[src/rtl/speed_sup_pkg.sv]
// Shared types and helpers for the speed lock supervisor.
// Assumes: counts are unsigned; the window half-width is one twentieth, rounded down.
package speed_sup_pkg;

    // Verdict produced at each judged speed edge.
    typedef struct packed {
        logic in_band;
        logic too_fast;
    } verdict_t;

    // Half-width of the lock band: floor(expected / 20).
    function automatic int unsigned band_step(input int unsigned expected);
        return expected / 20;
    endfunction

endpackage

[src/rtl/sync_2ff.sv]
// Two-flop synchronizer for a bundle of independent asynchronous bits.
// Assumes: the bits are unrelated, so per-bit skew between them is acceptable.
module sync_2ff #(
    parameter int W = 1
) (
    input  logic         clk,
    input  logic         rst_n,
    input  logic [W-1:0] d,
    output logic [W-1:0] q
);
    logic [W-1:0] meta;

    // Two register stages per bit, both reset to 0.
    for (genvar i = 0; i < W; i++) begin : g_bit
        always_ff @(posedge clk) begin
            if (!rst_n) begin
                meta[i] <= 1'b0;
                q[i]    <= 1'b0;
            end else begin
                meta[i] <= d[i];
                q[i]    <= meta[i];
            end
        end
    end
endmodule

[src/rtl/period_meter.sv]
// Measures speed period in reference ticks, judges it against a +/-5% band,
// and runs the missing-pulse watchdog.
// Assumes: spd is already synchronized; ref_tick and pwm_tick are one-cycle strobes.
module period_meter
    import speed_sup_pkg::*;
#(
    parameter int CNT_W    = 16,
    parameter int WD_LIMIT = 512
) (
    input  logic             clk,
    input  logic             rst_n,
    input  logic             spd,
    input  logic             ref_tick,
    input  logic             pwm_tick,
    input  logic [CNT_W-1:0] exp_count,
    output logic             locked,
    output logic             fast,
    output logic             wd_fired
);
    localparam int WD_W = $clog2(WD_LIMIT + 1);
    localparam logic [CNT_W-1:0] CNT_MAX = {CNT_W{1'b1}};

    logic             spd_d;
    logic             rise, toggle;
    logic             primed;
    logic [CNT_W-1:0] cnt;
    logic [CNT_W:0]   lo_b, hi_b, step;
    verdict_t         verdict;
    logic [WD_W-1:0]  wd_cnt;

    assign rise   = spd & ~spd_d;
    assign toggle = spd ^ spd_d;

    // Band bounds; hi uses one extra bit so it cannot wrap.
    always_comb begin
        step = (CNT_W+1)'(band_step(int'(exp_count)));
        lo_b = {1'b0, exp_count} - step;
        hi_b = {1'b0, exp_count} + step;
    end

    // Delay of the speed level for edge detection.
    always_ff @(posedge clk) begin
        if (!rst_n) spd_d <= 1'b0;
        else        spd_d <= spd;
    end

    // Reference tick counter, restarted at each rising edge, saturating.
    always_ff @(posedge clk) begin
        if (!rst_n)                        cnt <= '0;
        else if (rise)                     cnt <= ref_tick ? CNT_W'(1) : '0;
        else if (ref_tick && cnt != CNT_MAX) cnt <= cnt + 1'b1;
    end

    // Verdict taken at every rising edge after the first one.
    always_ff @(posedge clk) begin
        if (!rst_n) begin
            primed  <= 1'b0;
            verdict <= '0;
        end else if (rise) begin
            primed <= 1'b1;
            if (primed) begin
                verdict.in_band  <= ({1'b0, cnt} >= lo_b) && ({1'b0, cnt} <= hi_b);
                verdict.too_fast <= ({1'b0, cnt} <  lo_b);
            end
        end
    end

    // Watchdog: PWM ticks since the last speed transition, saturating at the limit.
    always_ff @(posedge clk) begin
        if (!rst_n)                                wd_cnt <= '0;
        else if (toggle)                           wd_cnt <= '0;
        else if (pwm_tick && wd_cnt != WD_W'(WD_LIMIT)) wd_cnt <= wd_cnt + 1'b1;
    end

    assign wd_fired = (wd_cnt == WD_W'(WD_LIMIT));
    assign locked   = verdict.in_band  & ~wd_fired;
    assign fast     = verdict.too_fast & ~wd_fired;

    a_r2_hold_between_edges: assert property (@(posedge clk) disable iff (!rst_n)
        !rise |=> $stable(verdict));
    a_r4_wd_bounded: assert property (@(posedge clk) disable iff (!rst_n)
        wd_cnt <= WD_W'(WD_LIMIT));
    a_r4_wd_restart: assert property (@(posedge clk) disable iff (!rst_n)
        toggle |=> !wd_fired);
endmodule

[src/rtl/stall_timer.sv]
// Counts lock-oscillator ticks while out of lock; flags a timeout at the limit.
// Assumes: hold_clr is synchronized; lt_tick is a one-cycle strobe.
module stall_timer #(
    parameter int LT_LIMIT = 1023
) (
    input  logic clk,
    input  logic rst_n,
    input  logic out_of_lock,
    input  logic lt_tick,
    input  logic hold_clr,
    output logic timeout
);
    localparam int LT_W = $clog2(LT_LIMIT + 1);

    logic [LT_W-1:0] lt_cnt;

    // Stall counter: cleared by stop or low supply, stops at the limit.
    always_ff @(posedge clk) begin
        if (!rst_n)                      lt_cnt <= '0;
        else if (hold_clr)               lt_cnt <= '0;
        else if (out_of_lock && lt_tick && lt_cnt != LT_W'(LT_LIMIT))
                                         lt_cnt <= lt_cnt + 1'b1;
    end

    assign timeout = (lt_cnt == LT_W'(LT_LIMIT));

    a_r5_count_needs_tick: assert property (@(posedge clk) disable iff (!rst_n)
        (!hold_clr && !(out_of_lock && lt_tick)) |=> $stable(lt_cnt));
    a_r6_stop_clears: assert property (@(posedge clk) disable iff (!rst_n)
        hold_clr |=> (lt_cnt == '0));
    a_r5_bounded: assert property (@(posedge clk) disable iff (!rst_n)
        lt_cnt <= LT_W'(LT_LIMIT));
endmodule

[src/rtl/shutdown_ctrl.sv]
// Power-up delay, shutdown latch and the gate-driver clear output.
// Assumes: sup_ok, cp_ok and stop are synchronized; puc_tick is a one-cycle strobe.
module shutdown_ctrl #(
    parameter int PUC_TICKS = 3
) (
    input  logic clk,
    input  logic rst_n,
    input  logic sup_ok,
    input  logic cp_ok,
    input  logic stop,
    input  logic puc_tick,
    input  logic timeout,
    output logic clear
);
    localparam int PUC_W = $clog2(PUC_TICKS + 1);

    logic             stop_d;
    logic             stop_fall;
    logic             latched;
    logic [PUC_W-1:0] puc_cnt;
    logic             puc_done;

    assign stop_fall = stop_d & ~stop;
    assign puc_done  = (puc_cnt == PUC_W'(PUC_TICKS));

    // Delayed stop level for release-edge detection.
    always_ff @(posedge clk) begin
        if (!rst_n) stop_d <= 1'b0;
        else        stop_d <= stop;
    end

    // Power-up delay: counts puc ticks while the supply is good.
    always_ff @(posedge clk) begin
        if (!rst_n || !sup_ok)            puc_cnt <= '0;
        else if (puc_tick && !puc_done)   puc_cnt <= puc_cnt + 1'b1;
    end

    // Shutdown latch: set by timeout, released by a stop release or a supply loss.
    always_ff @(posedge clk) begin
        if (!rst_n || !sup_ok) latched <= 1'b0;
        else if (stop_fall)    latched <= 1'b0;
        else if (timeout)      latched <= 1'b1;
    end

    // Clear output: any latched or unlatched shutdown cause.
    always_ff @(posedge clk) begin
        if (!rst_n) clear <= 1'b1;
        else        clear <= !sup_ok || !puc_done || !cp_ok || latched;
    end

    a_r7_latch_holds: assert property (@(posedge clk) disable iff (!rst_n)
        (latched && sup_ok && !stop_fall) |=> latched);
    a_r8_puc_clear: assert property (@(posedge clk) disable iff (!rst_n)
        !puc_done |=> clear);
    a_r9_cp_clear: assert property (@(posedge clk) disable iff (!rst_n)
        !cp_ok |=> clear);
    a_r10_supply_release: assert property (@(posedge clk) disable iff (!rst_n)
        !sup_ok |=> !latched);
endmodule

[src/rtl/speed_lock_supervisor.sv]
// Top level: synchronizes the asynchronous inputs, then wires the period meter,
// the stall timer and the shutdown controller together.
// Assumes: every *_tick input is a one-cycle strobe in the clk domain.
module speed_lock_supervisor #(
    parameter int CNT_W     = 16,
    parameter int WD_LIMIT  = 512,
    parameter int LT_LIMIT  = 1023,
    parameter int PUC_TICKS = 3
) (
    input  logic             clk,
    input  logic             rst_n,
    input  logic             speed_in,
    input  logic             ref_tick,
    input  logic             pwm_tick,
    input  logic             lt_tick,
    input  logic             puc_tick,
    input  logic             start_stop,
    input  logic             supply_ok,
    input  logic             cp_ok,
    input  logic [CNT_W-1:0] exp_count,
    output logic             lock_n,
    output logic             out_of_lock,
    output logic             err_force_up,
    output logic             over_speed,
    output logic             clear
);
    logic [3:0] async_in, async_s;
    logic       spd_s, stop_s, sup_s, cp_s;
    logic       locked, fast, wd_fired, timeout;

    assign async_in = {cp_ok, supply_ok, start_stop, speed_in};
    assign {cp_s, sup_s, stop_s, spd_s} = async_s;

    sync_2ff #(.W(4)) i_sync (
        .clk(clk), .rst_n(rst_n), .d(async_in), .q(async_s)
    );

    period_meter #(.CNT_W(CNT_W), .WD_LIMIT(WD_LIMIT)) i_meter (
        .clk(clk), .rst_n(rst_n), .spd(spd_s), .ref_tick(ref_tick),
        .pwm_tick(pwm_tick), .exp_count(exp_count),
        .locked(locked), .fast(fast), .wd_fired(wd_fired)
    );

    stall_timer #(.LT_LIMIT(LT_LIMIT)) i_stall (
        .clk(clk), .rst_n(rst_n), .out_of_lock(!locked), .lt_tick(lt_tick),
        .hold_clr(stop_s || !sup_s), .timeout(timeout)
    );

    shutdown_ctrl #(.PUC_TICKS(PUC_TICKS)) i_shut (
        .clk(clk), .rst_n(rst_n), .sup_ok(sup_s), .cp_ok(cp_s), .stop(stop_s),
        .puc_tick(puc_tick), .timeout(timeout), .clear(clear)
    );

    assign lock_n       = ~locked;
    assign out_of_lock  = ~locked;
    assign err_force_up = wd_fired;
    assign over_speed   = fast;

    a_r3_fast_not_locked: assert property (@(posedge clk) disable iff (!rst_n)
        over_speed |-> lock_n);
    a_r4_wd_unlocks: assert property (@(posedge clk) disable iff (!rst_n)
        err_force_up |-> out_of_lock);
endmodule

[config.mk]
export PLATFORM = sky130hd
export DESIGN_NAME = speed_lock_supervisor
export DESIGN_NICKNAME = d
export VERILOG_FILES = /design/src/rtl/speed_sup_pkg.sv /design/src/rtl/sync_2ff.sv /design/src/rtl/period_meter.sv /design/src/rtl/stall_timer.sv /design/src/rtl/shutdown_ctrl.sv /design/src/rtl/speed_lock_supervisor.sv
export SDC_FILE = /design/constraint.sdc
export NUM_CORES = 1
export LEC_CHECK = 0
export CAP_MARGIN = 20
export CORE_MARGIN = 4
export CORE_UTILIZATION = 53
export CTS_CLUSTER_SIZE = 20
export DETAILED_ROUTE_END_ITERATION = 10
export PLACE_DENSITY = 0.71
export SYNTH_ARGS = -nofsm -noshare
export SYNTH_HDL_FRONTEND = slang
export SYNTH_HIERARCHICAL = 1
export SYNTH_SLANG_ARGS = --single-unit
[constraint.sdc]
create_clock -name clk -period 17.6 [get_ports clk]
set_input_delay 3.52 -clock clk [delete_from_list [all_inputs] [get_ports clk]]
set_output_delay 3.52 -clock clk [all_outputs]
set_load 0.03 [all_outputs]
Yosys cells after proc, flatten, opt, wreduce, memory -nomap -nowiden --
Index checks and enable logic that the tools add are counted.
Operators by class: muxes and demuxes 3, $lt $le $gt $ge 3, $add $sub $neg 6, equal/unequal tests 6, bitwise logic cells 10, div/mod/pow operators 1, reduce and logical (&&, ||, !) cells 21
Operator list (number):
- 16-bit by 5-bit divider with 32-bit output (second input constant) | 1
- 16-bit two-way mux | 2
- 10-bit by 1-bit adder with 10-bit output (second input constant) | 2
- 10-bit equality test (second input constant) | 2
- 10-bit != test (second input constant) | 2
- 16-bit by 17-bit adder with 17-bit output | 1
- 16-bit by 17-bit greater-or-equal comparator with 1-bit output | 1
- 16-bit by 17-bit less-or-equal comparator with 1-bit output | 1
- 16-bit by 17-bit less-than comparator with 1-bit output | 1
- 16-bit by 17-bit subtractor with 17-bit output | 1
- 16-bit by 1-bit adder with 16-bit output (second input constant) | 1
- 16-bit != test (second input constant) | 1
- 1-bit logical AND | 6
- 2-bit OR reduction | 3
- 1-bit zero test | 5
- 1-bit logical OR | 5
- 1-bit NOT | 5
- 1-bit bitwise AND | 4
- 2-bit by 1-bit adder with 2-bit output (second input constant) | 1
- 2-bit equality test (second input constant) | 1
- 2-bit AND reduction | 1
- 2-bit nonzero test | 1
- 1-bit two-way mux | 1
- 1-bit bitwise XOR | 1
Storage, ports and cells: output and inout bits 5, input port bits 26, logic and storage cells 69, bits in registers 53

Longest topological paths before layout --
word-level depth 6, mapped depth 68, gate-level depth less buffers 66

Cells and area by module --
Netlist, hierarchy kept.
By module, submodules not included:
- period_meter | seq. area each 600.6 µm², area each 6434.9 µm², times used 1, cells each 911
- stall_timer | seq. area each 200.2 µm², area each 535.5 µm², times used 1, cells each 58
- sync_2ff | seq. area each 160.2 µm², area each 210.2 µm², times used 1, cells each 16
- shutdown_ctrl | seq. area each 100.1 µm², area each 185.2 µm², times used 1, cells each 18
- speed_lock_supervisor | seq. area each 0.0 µm², area each 17.5 µm², times used 1, cells each 3

Least setup slack after synthesis --
OpenSTA, ideal clock, no wires.
path type input to register, start point in exp_count[14], end point reg i_meter/verdict[1] in the netlist's numbering, data required time 17.482 ns, slack 3.345 ns, setup time 0.118 ns, path buffers 4, cell stages on the path 56, data arrival time 14.137 ns, cell sequence buf_2 > nor2_1 > inv_1 > ha_1 > nand2b_1 > buf_2 > o21ai_2 > a21boi_2 > maj3_1 > a211o_1 > a311o_1 > a2111oi_4 > and2_1 > buf_6 > nor4_2 > or4_1 > buf_6 > nor3_4 > [... 20 more ...] > a21oi_1 > o21bai_1 > a21oi_1 > o21bai_1 > a21oi_1 > xnor2_1 > ha_1 > a21o_1 > a21o_1 > a21oi_1 > o21ai_0 > a21oi_1 > nor2b_1 > o21ai_0 > a21oi_1 > a21o_1 > a32oi_1 > nor2b_1
On the way: word-level cells in the longest chain between the ends 4, elaborated cells between the ends (all ways) 6, those cells by class add/sub: 2; div: 1; order compare: 2; reduce/logical: 1
Ends and longest elaborated chain:
- start, declared | RTL line speed_lock_supervisor.sv:20 | input logic [CNT_W-1:0] exp_count,
- 16-bit by 5-bit divider with 32-bit output | RTL line speed_sup_pkg.sv:13 | return expected / 20;
- 16-bit by 17-bit subtractor with 17-bit output or 16-bit by 17-bit adder with 17-bit output (tied branches) | RTL line period_meter.sv:37, period_meter.sv:38
- 16-bit by 17-bit greater-or-equal comparator with 1-bit output or 16-bit by 17-bit less-or-equal comparator with 1-bit output (tied branches) | RTL line period_meter.sv:62 | verdict.in_band <= ({1'b0, cnt} >= lo_b) && ({1'b0, cnt} <= hi_b);
- 1-bit logical AND * | RTL line period_meter.sv:62
- end, declared | RTL line period_meter.sv:28 | verdict_t verdict;
Every way passes the cells marked *; elsewhere a longest branch is shown, timed or not. A chain may end at the register's enable or synchronous reset.

Worst setup path in the final report --
Same ends and word-level chain as after synthesis.

==> results.toml <==
[run_status]
outcome = "finished clean"

[global_routing]
antenna_found_initial = 0
grt_pass1_wl_um = 32170
grt_max_degree = 29
leftover_overflow_at_the_end_of_global_routing = 0
first_global_vias = 6791
grt_usage = 0.2304

[timing]
tightestPinTransition_ps = 872.1
count_of_final_hold_check_violations = 0
tns_ps = 0
finalWorstPathRequiredPeriod_ps = 16290
timing.slew.headroom = 0.4168
timing.final.crit_share = 0.9253
grt_setup_unrepaired = "false"
hold_ws_ps = 435.3
maxSlewViolCount = 0
finalSetupViolCount = 0
clk_skew_ps = 5.277
max_clock_freq_mhz = 61.41

[run]
max-cap-violations = 0

[critical_path]
path_class = "in -> reg"
slowest_delay_ps = 740
cp-start-kind = "primary input"
critPathMaxFanout = 28
cp_top_family = "compound AO/OA/AOI/OAI gates"
crit_slowest_cell = "or4_1"
setup.worst_path.end_class = "register"
worst-path-buf-inv = 6
data_required_time_of_the_worst_path_ps = 17830
cpMostUsedCell = "o21ai_0"
worst_ep_arrival_time_ps = 16520

[yosys]
synth.ff_latch_count = 53
dominantRegCellSynth = "dfxtp_1"
postSynthAreaPerCell_sq_um = 7.339
post_synth_num_cell_types = 109
mappedNetlistArea_sq_mm = 0.007383
synth_cells = 1006
asyncSetResetFlopFracSynth = 0
synth.yosys.seq_area_share = 0.1437
synth_edf_count = 0
postSynthNetCount = 1097
synth_warnings = 6

[min_path]
holdCritPathClass = "reg -> reg"

[power_and_ir_drop]
sw_frac_of_total = 0.4463
p_switching_uw = 285.5
seq_power_share = 0.193
vdd_ir_max_uv = 43.36
total_leakage_power_nw = 3.112
power.internal_uw = 354.2
power_frac_comb = 0.609
p_per_area_mw_per_mm2 = 80.41
totalPowerFinal_uw = 639.6
power_frac_clock = 0.199

[clock_network]
cts_buffers = 5
cts_setup_buffers = 0
max-clock-path-buffers = 2
clkTransAtPathRegs_ps = 70
clkSinkCount = 53
cts_repair_resized_insts = 0
clock_tree.htree_level_count = 2
cts_hold_repair.buffers = 0
worstSkewPairLatency_ps = 290
clock_tree_from_tritoncts = "yes"
clockRootBuffer = "clkbuf_16"

[route]
drt.antenna.violating_nets = 0
drtIter0Drc = 800
drc = 0
detail_route.vias_per_cell = 6.274
drt_pass1_iterations = 6
vias = 7447
wl_per_cell_um = 15.65
routed_wl_um = 18580

[floorplan]
floorplan.rows = 42
fp.coreArea_sq_mm = 0.01345
die_w_um = 126.0
initial_core_util = 0.5488
ioPinCount = 31
die_y_um = 126.0
dieArea_sq_mm = 0.01588

[layout]
final_layout_size_suffix_gt1_frac = 0.07913
nets = 1101
antenna-diode-count = 0
flow.area_growth_from_synthesis_pct = 7.728

[placement]
gpl.final_weighted_congestion = 0.9750
post-dp-hpwl_um = 14270
io_buffer_count = 30
## kinds of logic after synthesis
kind of cell,after synthesis,share of synthesized area
AND/OR/NAND/NOR,415,0.2991
AO/OA/AOI/OAI,285,0.2705
buffers and inverters,93,0.05524
XOR/XNOR,70,0.08405
adder cells (fa/ha/maj),69,0.1178
flip-flops,53,0.1437
multiplexers,21,0.02966
## through the flow
stage	std cells	instance area, sq um	setup WS [ps]	utilization
floorplan	1006	7383	3345	-
global placement	1179	7760	1316	0.5768
detailed placement	1179	7760	1146	0.5768
CTS	1187	7954	1419	0.5912
global route	1187	7954	3.672	0.5912
finish	1187	7954	1315	0.5912
## registers in the layout, indices dropped and copies added, names as in the netlist
signal	flops
i_shut/puc_cnt	2
i_meter/primed	1
i_meter/verdict	2
i_sync/q	4
i_meter/cnt	16
i_meter/wd_cnt	10
i_shut/clear	1
i_sync/meta	4
i_shut/latched	1
i_meter/spd_d	1
i_stall/lt_cnt	10
i_shut/stop_d	1
## final cells by class
class	instances	area, sq um
multi-input combinational	860	5914
fill	1246	5499
sequential	53	1061
timing repair buffer	40	375.4
tap	176	220.2
inverter	50	188.9
clock buffer	5	125.1
clock inverter	3	68.82
## metal layers
metal,share of wire,up-vias,track usage
met3,0.057,30,0.01524
met5,0,-,0
li1,-,3726,-
met4,0.018,0,0.05994
met1,0.46,3436,0.3270
met2,0.46,255,0.3803
## placed cells by master, fill, tap and decap left out, types with 11 or more instances in the layout
cell type,netlist,final
nor3_1,26,26
clkdlybuf4s50_1,0,30
o21ai_0,50,50
a21o_1,15,15
nor2b_1,19,19
nand4_1,29,29
dfxtp_1,53,53
a211oi_1,14,14
ha_1,63,63
xor2_1,26,26
a21oi_1,66,66
nand2_1,65,65
nor2_1,119,119
and2_1,20,20
nand3_1,38,38
a31oi_1,11,11
o21a_1,15,15
or3_1,14,14
nand2b_1,17,17
inv_1,40,40
xnor2_1,43,43
mux2i_1,14,14
## path summary, 6_finish.rpt
kind | startpoint | cells past startpoint | slack [ps] | end
hold reg to reg | i_sync/meta[3] | 1 | 440 | i_sync/q[3]
setup / recovery | exp_count[14] | 54 | 1310 | i_meter/verdict[1]
hold / removal | i_sync/meta[3] | 1 | 440 | i_sync/q[3]
setup reg to reg | i_meter/cnt[1] | 19 | 14590 | i_meter/verdict[1]
## cell usage after synthesis (5+ instances only)
library cell / instances / area (sq um)
mux2i_1: 14 / 140.1
nor4_1: 10 / 62.56
nor2b_1: 19 / 118.9
nand2_1: 65 / 244.0
and3_1: 5 / 31.28
a211o_1: 8 / 70.07
and2_1: 20 / 125.1
ha_1: 63 / 788.3
nand3_1: 38 / 190.2
or3_1: 14 / 87.58
o211ai_1: 8 / 60.06
a21oi_1: 66 / 330.3
nand4_1: 29 / 181.4
inv_1: 40 / 150.1
o31a_1: 7 / 61.31
a211oi_1: 14 / 105.1
inv_2: 5 / 18.77
a21o_1: 15 / 112.6
a31oi_1: 11 / 68.82
o22ai_1: 9 / 56.30
xor2_1: 26 / 227.7
nand2b_1: 17 / 106.4
nor2_1: 119 / 446.7
or4_1: 5 / 37.54
o21ai_0: 50 / 250.2
a221oi_1: 5 / 43.79
or2_2: 5 / 31.28
nor3_1: 26 / 130.1
buf_2: 12 / 60.06
mux2_2: 7 / 78.83
o21a_1: 15 / 112.6
clkbuf_1: 19 / 71.32
xnor2_1: 43 / 376.6
nand3b_1: 6 / 45.04
o21ai_1: 5 / 25.02
dfxtp_1: 53 / 1061
## power groups by stage
| stage | clock network (mW) | registers [mW] | logic (mW) |
|---|---|---|---|
| after floorplan | 0 | 0.126 | 0.304 |
| after global placement | 0 | 0.126 | 0.380 |
| after detailed placement | 0 | 0.126 | 0.380 |
| after CTS | 0.130 | 0.123 | 0.382 |
| after global routing | 0.133 | 0.124 | 0.430 |
| final | 0.127 | 0.123 | 0.389 |
Note: power is estimated with default switching activity, not from simulation.
